## config.mk

```make
export PLATFORM = sky130hd
export DESIGN_NAME = idx_load_agen
export DESIGN_NICKNAME = d
export VERILOG_FILES = /design/src/rtl/agen_pkg.sv /design/src/rtl/agen_shifter.sv /design/src/rtl/agen_legal.sv /design/src/rtl/agen_index.sv /design/src/rtl/idx_load_agen.sv
export SDC_FILE = /design/constraint.sdc
export NUM_CORES = 1
export LEC_CHECK = 0
export CAP_MARGIN = 5
export CORE_ASPECT_RATIO = 1.4
export CORE_MARGIN = 2
export CORE_UTILIZATION = 35
export CTS_CLUSTER_SIZE = 40
export DETAILED_ROUTE_END_ITERATION = 6
export DONT_BUFFER_PORTS = 1
export PLACE_DENSITY = 0.52
export SLEW_MARGIN = 30
export SYNTH_ARGS = -nofsm -noshare
export SYNTH_HDL_FRONTEND = slang
export SYNTH_SLANG_ARGS = --single-unit
```

## constraint.sdc

```tcl
create_clock -name clk -period 1.3 [get_ports clk]
set_input_delay 0.065 -clock clk [delete_from_list [all_inputs] [get_ports clk]]
set_output_delay 0.065 -clock clk [all_outputs]
set_load 0.01 [all_outputs]
```

## src/rtl/agen_pkg.sv

```systemverilog
package agen_pkg;
  typedef enum logic [1:0] {
    SH_LSL = 2'd0,
    SH_LSR = 2'd1,
    SH_ASR = 2'd2,
    SH_ROR = 2'd3
  } shift_e;

  typedef enum logic [1:0] {
    IX_OFFSET = 2'd0,
    IX_PRE    = 2'd1,
    IX_POST   = 2'd2,
    IX_RSVD   = 2'd3
  } idx_e;
endpackage

```

## src/rtl/agen_shifter.sv

```systemverilog
module agen_shifter
  import agen_pkg::*;
#(
  parameter int DW  = 32,
  parameter int SHW = $clog2(DW)
) (
  input  logic [DW-1:0]  val,
  input  logic [SHW-1:0] amt,
  input  shift_e         kind,
  input  logic           cin,
  output logic [DW-1:0]  res
);
  // A zero amount code selects the full-width form for right shifts
  // and the one-bit rotate through carry for the rotate kind.
  function automatic logic [DW-1:0] barrel(
    input logic [DW-1:0]  v,
    input logic [SHW-1:0] n,
    input shift_e         k,
    input logic           c
  );
    logic [2*DW-1:0] twin;
    logic [DW-1:0]   r;
    twin = {v, v} >> n;
    unique case (k)
      SH_LSL: r = v << n;
      SH_LSR: r = (n == '0) ? '0 : (v >> n);
      SH_ASR: r = (n == '0) ? {DW{v[DW-1]}} : DW'($signed(v) >>> n);
      default: r = (n == '0) ? {c, v[DW-1:1]} : twin[DW-1:0];
    endcase
    return r;
  endfunction

  assign res = barrel(val, amt, kind, cin);
endmodule

```

## src/rtl/agen_legal.sv

```systemverilog
module agen_legal
  import agen_pkg::*;
#(
  parameter int SHW        = 5,
  parameter int RW         = 4,
  parameter int NARROW_MAX = 3
) (
  input  logic           narrow,
  input  logic           add_sel,
  input  shift_e         kind,
  input  logic [SHW-1:0] amt,
  input  idx_e           mode,
  input  logic [RW-1:0]  dst,
  input  logic [RW-1:0]  basereg,
  output logic           ill_narrow,
  output logic           ill_alias,
  output logic           ill_mode,
  output logic           illegal
);
  logic writes_base;

  assign writes_base = (mode == IX_PRE) || (mode == IX_POST);
  assign ill_narrow  = narrow && (!add_sel || (kind != SH_LSL) || (int'(amt) > NARROW_MAX));
  assign ill_alias   = writes_base && (dst == basereg);
  assign ill_mode    = (mode == IX_RSVD);
  assign illegal     = ill_narrow || ill_alias || ill_mode;
endmodule

```

## src/rtl/agen_index.sv

```systemverilog
module agen_index
  import agen_pkg::*;
#(
  parameter int DW = 32
) (
  input  logic [DW-1:0] base,
  input  logic [DW-1:0] off,
  input  logic          add_sel,
  input  idx_e          mode,
  output logic [DW-1:0] sum,
  output logic [DW-1:0] addr,
  output logic          wants_wb
);
  function automatic logic [DW-1:0] combine(
    input logic [DW-1:0] b,
    input logic [DW-1:0] o,
    input logic          up
  );
    return up ? (b + o) : (b - o);
  endfunction

  assign sum      = combine(base, off, add_sel);
  assign addr     = (mode == IX_POST) ? base : sum;
  assign wants_wb = (mode == IX_PRE) || (mode == IX_POST);
endmodule

```

## src/rtl/idx_load_agen.sv

```systemverilog
module idx_load_agen
  import agen_pkg::*;
#(
  parameter int DW         = 32,
  parameter int RW         = 4,
  parameter int NARROW_MAX = 3,
  localparam int SHW       = $clog2(DW)
) (
  input  logic           clk,
  input  logic           rst_n,
  input  logic           in_valid,
  output logic           in_ready,
  input  logic [DW-1:0]  in_base,
  input  logic [DW-1:0]  in_offset,
  input  logic           in_carry,
  input  logic [1:0]     shift_kind,
  input  logic [SHW-1:0] shift_amt,
  input  logic           add_sel,
  input  logic [1:0]     idx_mode,
  input  logic           narrow_isa,
  input  logic [RW-1:0]  dst_reg,
  input  logic [RW-1:0]  base_reg,
  output logic           out_valid,
  input  logic           out_ready,
  output logic [DW-1:0]  out_addr,
  output logic [DW-1:0]  out_wb_data,
  output logic           out_wb_en,
  output logic           out_illegal
);
  shift_e kind;
  idx_e   mode;
  assign kind = shift_e'(shift_kind);
  assign mode = idx_e'(idx_mode);

  logic [DW-1:0] shifted, sum, addr_nxt;
  logic          wants_wb, ill_narrow, ill_alias, ill_mode, illegal_nxt;

  // Events brought out for the checker.
  logic capture;
  logic narrow_sub;
  idx_e q_mode;
  logic [DW-1:0] q_base;

  agen_shifter #(.DW(DW), .SHW(SHW)) u_shift (
    .val(in_offset), .amt(shift_amt), .kind(kind), .cin(in_carry), .res(shifted)
  );

  agen_index #(.DW(DW)) u_index (
    .base(in_base), .off(shifted), .add_sel(add_sel), .mode(mode),
    .sum(sum), .addr(addr_nxt), .wants_wb(wants_wb)
  );

  agen_legal #(.SHW(SHW), .RW(RW), .NARROW_MAX(NARROW_MAX)) u_legal (
    .narrow(narrow_isa), .add_sel(add_sel), .kind(kind), .amt(shift_amt),
    .mode(mode), .dst(dst_reg), .basereg(base_reg),
    .ill_narrow(ill_narrow), .ill_alias(ill_alias), .ill_mode(ill_mode),
    .illegal(illegal_nxt)
  );

  assign in_ready   = !out_valid || out_ready;
  assign capture    = in_valid && in_ready;
  assign narrow_sub = narrow_isa && !add_sel;

  always_ff @(posedge clk or negedge rst_n) begin
    if (!rst_n) begin
      out_valid   <= 1'b0;
      out_addr    <= '0;
      out_wb_data <= '0;
      out_wb_en   <= 1'b0;
      out_illegal <= 1'b0;
      q_mode      <= IX_OFFSET;
      q_base      <= '0;
    end else if (capture) begin
      out_valid   <= 1'b1;
      out_addr    <= addr_nxt;
      out_wb_data <= sum;
      out_wb_en   <= wants_wb && !illegal_nxt;
      out_illegal <= illegal_nxt;
      q_mode      <= mode;
      q_base      <= in_base;
    end else if (out_ready) begin
      out_valid   <= 1'b0;
    end
  end
endmodule

```

### Word level (Yosys, flattened, before mapping)

Index checks and enable logic that the tools add are counted.

* flip-flop bits (word level): 67
* input bits: 88
* output and inout bits: 68
* logic and storage cells: 43

* add/subtract/negate cells: 2
* magnitude comparators: 1
* equal/unequal tests: 6
* shifts and indexed selects: 4
* mux-type cells: 8
* reductions and logical operators: 17

Operators by type and width (number)
* $mux 32: 5
* $pmux 32 s3: 1
* $shr 64x5->32: 1
* $add 32x32->32: 1
* $shl 32x5->32: 1
* $shr 32x5->32: 1
* $sshr 32x5->32: 1
* $sub 32x32->32: 1
* $eq 2x2->1 const B: 3
* $logic_or 1x1->1: 6
* $gt 5x2->1 const B: 1
* $logic_not 5->1: 1
* $eq 2x1->1 const B: 2
* $eq 4x4->1: 1
* $logic_and 1x1->1: 4
* $reduce_bool 2->1: 2
* $logic_not 1->1: 3
* $logic_not 2->1: 1
* $mux 1: 2

### Depth between registers and ports, before layout

* word-level depth: 8
* depth in mapped cells: 27
* gate-level depth less buffers: 22

### Cells and area by module

Synthesis repeated with hierarchy kept, for this count alone.

* cells, all modules: 1497
* area, all modules: 12199.2 um^2

By module, submodules not included
* agen_shifter: instances 1, cells an instance 908, area each 6478.7 um^2, sequential area each 0.0 um^2
* agen_index: instances 1, cells an instance 429, area each 2892.8 um^2, sequential area each 0.0 um^2
* idx_load_agen: instances 1, cells an instance 144, area each 2703.8 um^2, sequential area each 1676.6 um^2
* agen_legal: instances 1, cells an instance 16, area each 123.9 um^2, sequential area each 0.0 um^2

### Worst setup path before layout

OpenSTA, ideal clock, no wires.

* path type: input-to-reg
* start point: in shift_amt[2]
* end point: reg out_addr[30]
* arrival time: 5.086 ns
* slack: -3.864 ns
* cell stages on the path: 22
* path buffers: 2
* cells stage by stage: buf_6 buf_6 nor3_1 mux2_2 and3_1 o31a_1 a2111oi_4 nand4_2 nor4b_4 a21oi_1 xor2_1 ha_1 a21o_1 a21oi_1 o21ai_0 a221o_1 a2111oi_0 o31ai_1 a221oi_1 xnor2_1 mux2i_1 a21oi_1

* word-level cells in the longest chain between the ends: 6

RTL lines
* from (decl): RTL line idx_load_agen.sv:17 `input logic [SHW-1:0] shift_amt,`
* $shr 64x5->32, or another cell as far along: RTL line agen_shifter.sv:23 `twin = {v, v} >> n;`
* $mux 32, on equally long branches: RTL line agen_shifter.sv:28, agen_shifter.sv:26, agen_shifter.sv:27
* $pmux 32 s3 (*): RTL line agen_shifter.sv:24 `unique case (k)`
* $sub 32x32->32 / $add 32x32->32 (equally long branches): RTL line agen_index.sv:19 `return up ? (b + o) : (b - o);`
* $mux 32 (*): RTL line agen_index.sv:19
* $mux 32 (*): RTL line agen_index.sv:23 `assign addr = (mode == IX_POST) ? base : sum;`
* to (signal assigned): RTL line idx_load_agen.sv:75 `out_addr <= addr_nxt;`
* to (decl): RTL line idx_load_agen.sv:25 `output logic [DW-1:0] out_addr,`

Mark *: on every way between the ends. The rest lies on a longest branch, timed or not.
A chain may end at the register's enable or synchronous reset.

### Final worst setup path

* start point: in shift_amt[1]
* end point: reg out_addr[30]

Same word-level chain as after synthesis.

==> impl_metrics.tcl <==
set metrics [dict create \
    outcome "complete, but fails checks" \
    violations_in_the_final_reports "design-rule violations, negative hold slack, negative setup slack" \
    final_cell_area_sq_um 18200 \
    initial_core_util_pct 35.3 \
    wire_length_reported_by_the_detailed_router_mm 64.9 \
    synth_top_area_share_pct 18.6 \
    grt_start_max_net_pins 132 \
    inserted_clock_buffers 9 \
    reg2reg_from "out_valid" \
    simple_gate_fraction_of_synth_area_pct 17.0 \
    max-slew-margin-rel_pct 38.5 \
    wire_per_inst_um 28.1 \
    track_usage_pct 32.6 \
    ys_dominant_reg_cell "sky130_fd_sc_hd__dfrtp_1" \
    drc 7 \
    final-setup-viol-count 64 \
    post_synth_top_area_cell "sky130_fd_sc_hd__mux4_2" \
    pre_cts_ws_ns -3.97 \
    antenna_found_initial 3 \
    detail_route.first_pass.iterations 7 \
    cts.hold.buffers_added 34 \
    finalCoreUtilization_pct 49.9 \
    clock_tree.htree_level_count 3 \
    postSynth.asyncResetShare_pct 100 \
    synthToLayoutAreaGrowth_pct 41.5 \
    min-delay-path-class "in -> async" \
    synth-adder-area-share_pct 3.46 \
    cap_violations 0 \
    max_slew.worst_pin.slew_ns 0.921 \
    avgViaCountPerCell 6.28 \
    layout_setup_ws_ns -3.39 \
    ys_warn_count 0 \
    power.share.combinational_pct 64.8 \
    drt_first_iter_violations 1377 \
    worstSkewPairLatency_ns 0.34 \
    clock-root-buffer "sky130_fd_sc_hd__clkbuf_16" \
    required_ns 1.57 \
    grt_remaining_overflow 0 \
    criticalPathCategory "in -> reg" \
    dieArea_sq_um 38300 \
    final_cycle_share_pct 361 \
    post_route_cells_drive_above_1_share_pct 46.1 \
    main_combinational_cell_family_by_area_after_synthesis "multiplexers" \
    worst_setup_path_startpoint "shift_amt[1]" \
    final-hold-violation-count 67 \
    synth-seq-area-share_pct 13.0 \
    mappedNetlistNets 1594 \
    ctsLongestPathBuffers 2 \
    post_synth_mux_area_share_pct 30.7 \
    clock_pin_slew_on_the_worst_setup_and_hold_paths_ns 0.06 \
    worstSetupStartpointType "input port" \
    drv_slew 0 \
    synthesis.area_sq_um 12900 \
    synth.area.top_cells "sky130_fd_sc_hd__mux4_2 (19%), sky130_fd_sc_hd__dfrtp_1 (13%), sky130_fd_sc_hd__mux2i_1 (7.9%), sky130_fd_sc_hd__nand2_1 (5.1%), sky130_fd_sc_hd__mux2_2 (3.5%)" \
    power_frac_clock_pct 14.3 \
    design.portCount 156 \
    number_of_enable_type_register_cells_in_the_synthesized_netlist 0 \
    hold-worst-slack_ns -0.582 \
    avg_synthesized_cell_area_sq_um 8.74 \
    floorplan.die.height_um 231 \
    area_of_the_multi_input_gates_sq_um 11300 \
    power.density_nw_per_um2 1000 \
    dpl-instance-area_sq_um 16100 \
    route.top_layer_used "met5" \
    p_total_w 0.0183 \
    dpl.cell_count 2210 \
    final-seq-area_sq_um 1680 \
    seq_power_share_pct 20.9 \
    peakVddDrop_uv 1900 \
    post_synth_inst_count 1471 \
    yosys_register_bits 67 \
    detailed_place_hpwl_mm 48.8 \
    synth.distinct_cells 107 \
    cts_tree "built" \
    crit_path_end_kind "flop" \
    detailroute.wirelength.met3_mm 5.16 \
    clock-skew-final_ns 0.00597 \
    detailroute.via_count 14500 \
    synth.most_common_cell "sky130_fd_sc_hd__nand2_1" \
    instances_no_fill 2312 \
    synth_compound_area_share_pct 23.8 \
    total_of_fill_cells_in_the_finished_design 3341 \
    power_leakage_nw 7.62 \
    layout.nets 1963 \
    die_w_um 166 \
    power.internal_w 0.0109 \
    rows 83 \
    grt_setup_unrepaired "yes" \
    first_global_vias 14300 \
    power.share.switching_pct 40.3 \
    critical_path_peak_fanout 131 \
    clock-sinks 67 \
    synth_commonest_cells "sky130_fd_sc_hd__nand2_1 (175), sky130_fd_sc_hd__mux4_2 (106), sky130_fd_sc_hd__mux2i_1 (101)" \
    gpl.final_weighted_congestion 1.08 \
    crit_arrival_ns 4.96 \
    period_minus_slack_ns 4.69 \
    diodes 0 \
    port_buffers 0 \
    antenna_violating_nets_post_route 0 \
    switchingPower_w 0.00737 \
    grt_pass1_wl_mm 94.0 \
    post_synthesis_share_of_cell_area_spent_on_xor_and_xnor_gates_pct 4.55 \
    core_region_area_sq_um 36500 \
    detail_route.wirelength.met1_mm 22.5 \
    fmax_mhz 213 \
    met2_length_mm 31.0 \
]
## final cells by class
| class | instances | area share (%) |
|---|---|---|
| Clock inverter | 7 | 0.502 |
| Timing Repair Buffer | 512 | 23.1 |
| Inverter | 22 | 0.481 |
| Tap cell | 467 | 3.21 |
| Clock buffer | 9 | 1.24 |
| Multi-Input combinational cell | 1228 | 62.3 |
| Sequential cell | 67 | 9.21 |
## worst max-delay path, cell delays in order
cell	delay, ns
sky130_fd_sc_hd__mux4_2	0.60
sky130_fd_sc_hd__buf_4	0.18
sky130_fd_sc_hd__nand2_1	0.05
sky130_fd_sc_hd__a211oi_1	0.09
sky130_fd_sc_hd__nor4_1	0.29
sky130_fd_sc_hd__buf_4	0.19
sky130_fd_sc_hd__o211a_1	0.24
sky130_fd_sc_hd__nand4_4	0.16
sky130_fd_sc_hd__nor4_4	0.27
sky130_fd_sc_hd__buf_4	0.20
sky130_fd_sc_hd__a21oi_4	0.07
sky130_fd_sc_hd__xnor2_2	0.22
sky130_fd_sc_hd__ha_4	0.25
sky130_fd_sc_hd__nand3_2	0.11
sky130_fd_sc_hd__nor2_4	0.05
sky130_fd_sc_hd__and3_4	0.17
sky130_fd_sc_hd__a221o_2	0.43
sky130_fd_sc_hd__a2111oi_4	0.47
sky130_fd_sc_hd__o31ai_4	0.12
sky130_fd_sc_hd__a221oi_2	0.27
sky130_fd_sc_hd__xnor2_1	0.19
sky130_fd_sc_hd__mux2i_1	0.10
sky130_fd_sc_hd__a21oi_1	0.14
## what timing repair did
item / CTS / global route
endpoints found under the setup margin: 65 / 66
setup buffers: 27 / 35
resized for setup: 131 / 117
pin swaps: 94 / 108
endpoints found under the hold margin: 101 / 67
## cell families (layout without fill, tap and decap cells)
family                     count (synthesis)  count (layout)
adders and majority gates                 35              35
xor gates and xnor gates                  66              66
AOI/OAI and AO/OA                        425             425
and+or+nand+nor                          447             447
muxes                                    255             255
buffers and inverters                    176             550
DFF                                       67              67
## stage by stage
step / TNS (ns) / hold slack, ns
after floorplan: -174.90 / -0.231
after global placement: -203.56 / -0.229
after detailed placement: -206.01 / -0.229
after CTS: -165.20 / -0.593
after global routing: -180.16 / -0.596
final: -170.19 / -0.582
## power groups by stage
stage	Clock, W	Combinational (W)	Sequential [W]
after floorplan	0	0.00595	0.00366
after global placement	0	0.00940	0.00386
after detailed placement	0	0.00947	0.00388
after CTS	0.00267	0.0106	0.00385
after global routing	0.00273	0.0126	0.00393
final	0.00261	0.0119	0.00382
## sequential cells by signal, indices dropped and copies added, names as in the netlist
signal       cells
out_addr        32
out_illegal      1
out_valid        1
out_wb_data     32
out_wb_en        1
## layout by cell type, fill, tap and decap left out, types with 9 or more instances in the layout
| master | netlist | layout |
|---|---|---|
| sky130_fd_sc_hd__xor2_1 | 18 | 14 |
| sky130_fd_sc_hd__o21ai_2 | 0 | 14 |
| sky130_fd_sc_hd__buf_4 | 11 | 434 |
| sky130_fd_sc_hd__and2_1 | 14 | 12 |
| sky130_fd_sc_hd__xnor2_2 | 1 | 16 |
| sky130_fd_sc_hd__a32oi_1 | 13 | 12 |
| sky130_fd_sc_hd__buf_12 | 3 | 12 |
| sky130_fd_sc_hd__o221ai_1 | 10 | 9 |
| sky130_fd_sc_hd__nand4_1 | 10 | 10 |
| sky130_fd_sc_hd__and3_1 | 15 | 12 |
| sky130_fd_sc_hd__nand3_1 | 35 | 26 |
| sky130_fd_sc_hd__a21oi_2 | 0 | 21 |
| sky130_fd_sc_hd__nor2_4 | 1 | 9 |
| sky130_fd_sc_hd__mux4_2 | 106 | 106 |
| sky130_fd_sc_hd__nand2_1 | 175 | 167 |
| sky130_fd_sc_hd__mux2_2 | 40 | 34 |
| sky130_fd_sc_hd__buf_6 | 18 | 32 |
| sky130_fd_sc_hd__a21o_1 | 20 | 20 |
| sky130_fd_sc_hd__o21a_1 | 17 | 16 |
| sky130_fd_sc_hd__ha_1 | 34 | 28 |
| sky130_fd_sc_hd__nand2b_1 | 11 | 10 |
| sky130_fd_sc_hd__a31oi_1 | 18 | 16 |
| sky130_fd_sc_hd__nor2_1 | 93 | 79 |
| sky130_fd_sc_hd__o22ai_1 | 9 | 9 |
| sky130_fd_sc_hd__a21oi_1 | 86 | 57 |
| sky130_fd_sc_hd__mux2i_1 | 101 | 92 |
| sky130_fd_sc_hd__dlygate4sd3_1 | 0 | 34 |
| sky130_fd_sc_hd__inv_1 | 16 | 14 |
| sky130_fd_sc_hd__clkbuf_16 | 0 | 9 |
| sky130_fd_sc_hd__nor2b_1 | 14 | 12 |
| sky130_fd_sc_hd__o21ai_1 | 4 | 45 |
| sky130_fd_sc_hd__dfrtp_1 | 67 | 67 |
| sky130_fd_sc_hd__xnor2_1 | 47 | 27 |
| sky130_fd_sc_hd__o211ai_1 | 16 | 16 |
| sky130_fd_sc_hd__nor3_1 | 28 | 25 |
| sky130_fd_sc_hd__a211oi_1 | 21 | 19 |
| sky130_fd_sc_hd__o21ai_0 | 86 | 31 |
## worst paths after layout
kind,slack (ns),endpoint,cells after the start
max,-3.39,out_addr[30],23
min,-0.58,out_addr[10],0
max reg2reg,-0.08,out_addr[18],6
min reg2reg,0.54,out_wb_data[5],2
max in group asynchronous,1.75,out_wb_data[27],0
min in group clk,0.02,out_wb_en,3
## layer usage
layer	vias up	global-route usage (%)
met5	-	0
met4	4	25.4
met3	253	4.75
met2	863	55.6
met1	6970	36.6
li1	6436	-
Note: power is estimated with default switching activity, not from simulation.
